## src/rtl/stream_gen_pkg.sv

```systemverilog
`timescale 1ns/1ps
package stream_gen_pkg;

  // Next slot of a modulo-`period` phase sequence.
  function automatic int unsigned phase_advance(input int unsigned ph,
                                                input int unsigned period);
    return (ph >= period - 1) ? 0 : ph + 1;
  endfunction

  // A slot carries a beat when it lies before the idle tail.
  function automatic logic slot_is_beat(input int unsigned ph,
                                        input int unsigned on_beats);
    return ph < on_beats;
  endfunction

  // Slot carrying the end-of-frame marker.
  function automatic int unsigned closing_slot(input int unsigned on_beats);
    return on_beats - 1;
  endfunction

endpackage

```

## src/rtl/sg_phase_ctr.sv

```systemverilog
`timescale 1ns/1ps
module sg_phase_ctr #(
  parameter int PERIOD = 5,
  localparam int PH_W = (PERIOD > 1) ? $clog2(PERIOD) : 1
) (
  input  logic            clk,
  input  logic            rst_n,
  output logic [PH_W-1:0] phase_q,
  output logic [PH_W-1:0] phase_nxt
);
  import stream_gen_pkg::*;

  assign phase_nxt = PH_W'(phase_advance(32'(phase_q), PERIOD));

  always_ff @(posedge clk or negedge rst_n) begin
    if (!rst_n) phase_q <= '0;
    else        phase_q <= phase_nxt;
  end


  phase_range_chk: assert property (@(posedge clk) disable iff (!rst_n)
    32'(phase_q) < PERIOD);


  phase_wrap_chk: assert property (@(posedge clk) disable iff (!rst_n)
    (32'(phase_q) == PERIOD - 1) |=> (phase_q == '0));

endmodule

```

## src/rtl/sg_frame_dec.sv

```systemverilog
`timescale 1ns/1ps
module sg_frame_dec #(
  parameter int PERIOD   = 5,
  parameter int ON_BEATS = 4,
  localparam int PH_W    = (PERIOD > 1) ? $clog2(PERIOD) : 1
) (
  input  logic            clk,
  input  logic            rst_n,
  input  logic [PH_W-1:0] phase_nxt,
  output logic            vld_q,
  output logic            end_q
);
  import stream_gen_pkg::*;

  // Decode one slot ahead so the registered strobe lands in its own slot.
  logic vld_pre;
  logic end_pre;
  assign vld_pre = slot_is_beat(32'(phase_nxt), ON_BEATS);
  assign end_pre = (32'(phase_nxt) == closing_slot(ON_BEATS));

  always_ff @(posedge clk or negedge rst_n) begin
    if (!rst_n) begin
      vld_q <= 1'b0;
      end_q <= 1'b0;
    end else begin
      vld_q <= vld_pre;
      end_q <= end_pre;
    end
  end


  end_inside_beat_chk: assert property (@(posedge clk) disable iff (!rst_n)
    end_q |-> vld_q);


  end_then_gap_chk: assert property (@(posedge clk) disable iff (!rst_n)
    end_q |=> !vld_q);


  single_gap_chk: assert property (@(posedge clk) disable iff (!rst_n)
    !vld_q |=> vld_q);

endmodule

```

## src/rtl/sg_index.sv

```systemverilog
`timescale 1ns/1ps
module sg_index #(
  parameter int DATA_W = 8
) (
  input  logic              clk,
  input  logic              rst_n,
  input  logic              step,
  output logic [DATA_W-1:0] idx_q
);

  function automatic logic [DATA_W-1:0] bump(input logic [DATA_W-1:0] v);
    return v + DATA_W'(1);
  endfunction

  always_ff @(posedge clk or negedge rst_n) begin
    if (!rst_n)    idx_q <= '0;
    else if (step) idx_q <= bump(idx_q);
  end


  hold_in_gap_chk: assert property (@(posedge clk) disable iff (!rst_n)
    !step |=> $stable(idx_q));


  index_wrap_chk: assert property (@(posedge clk) disable iff (!rst_n)
    (step && (idx_q == '1)) |=> (idx_q == '0));

endmodule

```

## src/rtl/stream_gen.sv

```systemverilog
`timescale 1ns/1ps
module stream_gen #(
  parameter int PERIOD   = 5,
  parameter int ON_BEATS = 4,
  parameter int DATA_W   = 8
) (
  input  logic              clk,
  input  logic              rst_n,
  output logic              beat_vld,
  output logic              frame_end,
  output logic              bus_drive,
  output logic [DATA_W-1:0] beat_data
);
  localparam int PH_W = (PERIOD > 1) ? $clog2(PERIOD) : 1;

  logic [PH_W-1:0]   phase_q;
  logic [PH_W-1:0]   phase_nxt;
  logic              vld_q;
  logic              end_q;
  logic [DATA_W-1:0] idx_q;

  sg_phase_ctr #(.PERIOD(PERIOD)) u_phase (
    .clk       (clk),
    .rst_n     (rst_n),
    .phase_q   (phase_q),
    .phase_nxt (phase_nxt)
  );

  sg_frame_dec #(.PERIOD(PERIOD), .ON_BEATS(ON_BEATS)) u_dec (
    .clk       (clk),
    .rst_n     (rst_n),
    .phase_nxt (phase_nxt),
    .vld_q     (vld_q),
    .end_q     (end_q)
  );

  sg_index #(.DATA_W(DATA_W)) u_idx (
    .clk   (clk),
    .rst_n (rst_n),
    .step  (vld_q),
    .idx_q (idx_q)
  );

  assign beat_vld  = vld_q;
  assign frame_end = end_q;
  assign bus_drive = vld_q;
  assign beat_data = vld_q ? idx_q : '0;


  beat_increment_chk: assert property (@(posedge clk) disable iff (!rst_n)
    (beat_vld && $past(beat_vld)) |-> (beat_data == $past(beat_data) + DATA_W'(1)));


  gap_idle_bus_chk: assert property (@(posedge clk) disable iff (!rst_n)
    (!bus_drive) |=> (bus_drive && (beat_data == $past(idx_q))));

endmodule

```

## config.mk

```make
export PLATFORM = sky130hd
export DESIGN_NAME = stream_gen
export DESIGN_NICKNAME = d
export VERILOG_FILES = /design/src/rtl/stream_gen_pkg.sv /design/src/rtl/sg_phase_ctr.sv /design/src/rtl/sg_frame_dec.sv /design/src/rtl/sg_index.sv /design/src/rtl/stream_gen.sv
export SDC_FILE = /design/constraint.sdc
export NUM_CORES = 1
export LEC_CHECK = 0
export ABC_CLOCK_PERIOD_IN_PS = 1100
export BUFFER_PORTS_ARGS = -buffer_cell sky130_fd_sc_hd__buf_2
export CAP_MARGIN = 20
export CORE_UTILIZATION = 39
export CTS_CLUSTER_DIAMETER = 200
export CTS_CLUSTER_SIZE = 40
export DETAILED_ROUTE_END_ITERATION = 7
export SLEW_MARGIN = 20
export SYNTH_ARGS = -nofsm -noshare
export SYNTH_HDL_FRONTEND = slang
export SYNTH_SLANG_ARGS = --single-unit
```

## constraint.sdc

```tcl
create_clock -name clk -period 1.1 [get_ports clk]
set_input_delay 0.055 -clock clk [delete_from_list [all_inputs] [get_ports clk]]
set_output_delay 0.055 -clock clk [all_outputs]
set_load 0.1 [all_outputs]
```

==> flow_summary_export.csv <==
group,metric,value,unit
run,timing.max_cap.violations,0,
hold_path,hp-class,"input port to async pin",
final_layout,layout-drive-gt1-share,53.4,%
final_layout,layout.nets,79,
setup_path,crit_fanout,12,
setup_path,cp.required,1040,ps
yosys,synthMuxAreaShare,1.92,%
placed_design,portBuffers,12,
timing,finalSetupViolCount,10,
pwr,leakagePower,0.000424,uW
pwr,combinationalPowerShare,1.6,%
final_layout,multi_input_area,277,sq um
timing,fin_crit,1210,ps
setup_path,critPathLaunchType,"flip-flop",
clock_network,root_buffer,"clkbuf_4",
final_layout,area_growth,63.1,%
yosys,synth_top_family_by_area,"simple AND/OR/NAND/NOR gates",
clock_network,clockBufferDepth,2,
routing,drc,0,
timing,hold_viol,0,
clock_network,htreeDepth,1,
placed_design,dpl_worst_slack,-63.5,ps
grt,global_route.overflow_total,0,
yosys,synth-warning-count,0,
clock_network,cts_tree,"done",
setup_path,cp-end-kind,"output port",
routing,first_pass_iters,2,
grt,grt_pass1_vias,379,
placed_design,dp.cells,80,
status,status,"finished with violations",
status,violations,"setup timing",
pwr,switching_share,20.2,%
yosys,ys_ff_latch,13,
yosys,synthXorXnorAreaFrac,10.4,%
grt,grt_max_degree,14,
timing,setup_ws,-107,ps
timing,rsz0062_at_grt,"yes",
setup_path,worstPathArrival,1150,ps
clock_network,numCtsBuffers,3,
pwr,max-vdd-ir-drop,627,uV
clock_network,clk_pin_slew,80,ps
floorplanning,top_level_ports,13,
setup_path,path_class,"flip-flop to output port",
yosys,syn_area_per_cell,11.7,sq um
pwr,p_clk_share,37.1,%
yosys,synth_fa_ha_area_share,6.40,%
routing,postRouteAntennaNets,0,
pwr,p_int,621,uW
floorplanning,die_y,40.8,microns
grt,antenna_found_initial,0,
placed_design,gp_congestion,0.657,
clock_network,clock_latency,270,ps
grt,globalRouteTotalUtil,16.2,%
timing,clock_skew,2.73,ps
timing,fmax,829,MHz
yosys,yosysSeqAreaShare,55.4,%
pwr,sequentialPowerShare,61.3,%
final_layout,fillers,94,
pwr,power_density,813,nW/um^2
floorplanning,die_area,1660,sq um
final_layout,finalCoreUtilization,70.9,%
grt,grt_pass1_wl,1660,microns
floorplanning,dieWidth,40.8,microns
final_layout,layout.cells.non_filler,88,
routing,wl_per_cell,11.5,microns
pwr,switching_power,157,uW
routing,routed_wl,1020,microns
final_layout,seqCellArea,329,sq um
timing,fin_crit_sh,110,%
yosys,synth_compound_area_share,0,%
routing,drt_iter0_drc,1,
routing,vias,393,
timing,drv_slew,0,
yosys,synthSimpleGateAreaFrac,21.7,%
yosys,synth_nets,55,
yosys,synthCells,50,
final_layout,antennaDiodeCount,0,
placed_design,dp_hpwl,764,microns
floorplanning,floorplan.initialDensity,43.5,%
yosys,netlist_area,587,sq um
timing,tightest_slew,290,ps
timing,slew_headroom,80.7,%
yosys,ys_types,19,
routing,viasPerCell,4.47,
floorplanning,row_count,13,
floorplanning,coreArea,1350,sq um
clock_network,cts.sinks,13,
-- registers in the layout, summed over array words and instances, names as in the netlist --
name             cells
u_idx.idx_q          8
u_dec.vld_q          1
u_dec.end_q          1
u_phase.phase_q      3
-- power by group through the flow --
stage / Sequential [uW] / Clock (uW) / Combinational, uW
global route: 477 / 330 / 15.4
global placement: 487 / 0 / 10.7
finish: 477 / 289 / 12.7
floorplan: 487 / 0 / 0.000125
CTS: 477 / 299 / 13.9
detailed placement: 487 / 0 / 11.2
-- logic make-up (layout without fill, tap and decap cells) --
group	after synthesis	after routing
muxes	1	1
xor gates and xnor gates	7	7
buffers and inverters	5	28
DFF	13	13
adders and majority gates	3	3
and+or+nand+nor	21	21
-- what timing repair did --
action / 4_1_cts / 5_1_grt
cloned: 0 / 0
resized for setup: 2 / 2
setup endpoints to repair: 12 / 17
pin swaps: 6 / 2
endpoints found under the hold margin: 13 / 0
hold buffers: 1 / 0
buffers inserted: 2 / 1
-- stage by stage --
stage | power (uW) | setup TNS [ps] | hold WS [ps] | cell area [sq um]
after floorplan | 487 | -2020 | -241 | 614
after global placement | 498 | 0 | -46.9 | 883
after detailed placement | 498 | -86.1 | -41.0 | 883
after CTS | 790 | -1140 | 200 | 942
after global routing | 823 | -1800 | 218 | 957
final | 779 | -984 | 187 | 957
-- layer usage --
| layer | GRT usage, % | vias to the layer above | part of all wire (%) |
|---|---|---|---|
| met3 | 4.89 | 0 | 2.9 |
| met5 | 0 | - | 0 |
| li1 | - | 204 | - |
| met2 | 25.8 | 10 | 50 |
| met1 | 19.8 | 179 | 47 |
| met4 | 7.50 | 0 | 0 |
-- cell usage after synthesis, drive strengths merged --
library cell	number	area, sq um
buf	2	12.5
xnor2	3	26.3
nand2	3	11.3
nor2	3	11.3
nor3b	1	7.51
nor2b	1	6.26
nand2b	1	6.26
nand4	2	18.8
and2	8	51.3
dfrtp	13	325
nand3	1	5.00
nor3	1	10.0
xor2	4	35.0
ha	3	37.5
mux2	1	11.3
inv	3	11.3
-- final timing paths --
| path | from | end | slack, ps | cells past startpoint |
|---|---|---|---|---|
| max reg2reg | u_dec.vld_q | u_idx.idx_q[7] | 10 | 3 |
| min reg2reg | u_idx.idx_q[7] | u_idx.idx_q[7] | 480 | 1 |
| min | rst_n | u_idx.idx_q[7] | 190 | 2 |
| max in group asynchronous | rst_n | u_dec.vld_q | 660 | 2 |
| min in group clk | u_idx.idx_q[7] | u_idx.idx_q[7] | 480 | 1 |
| max | u_dec.vld_q | bus_drive | -110 | 2 |
-- cell type report --
| class | instances | share of cell area (%) |
|---|---|---|
| Inverter | 3 | 1.18 |
| Timing Repair Buffer | 21 | 30.8 |
| Multi-Input combinational cell | 32 | 28.9 |
| Clock buffer | 4 | 2.75 |
| Sequential cell | 13 | 34.4 |
| Tap cell | 15 | 1.96 |
-- placed cells by master, fill, tap and decap left out, types with 2 or more instances in the layout --
cell type / count
dfrtp_1: 12
buf_12: 11
and2_4: 8
buf_4: 8
xor2_1: 4
nor2_1: 3
inv_1: 3
xnor2_1: 3
nand2_1: 3
clkbuf_4: 3
ha_1: 2
-- critical path: stages, from the launching register on --
cell and delay [ps]:
dfrtp_4 540, buf_4 180, buf_12 160
No activity file was read; power rests on OpenSTA's default activity.
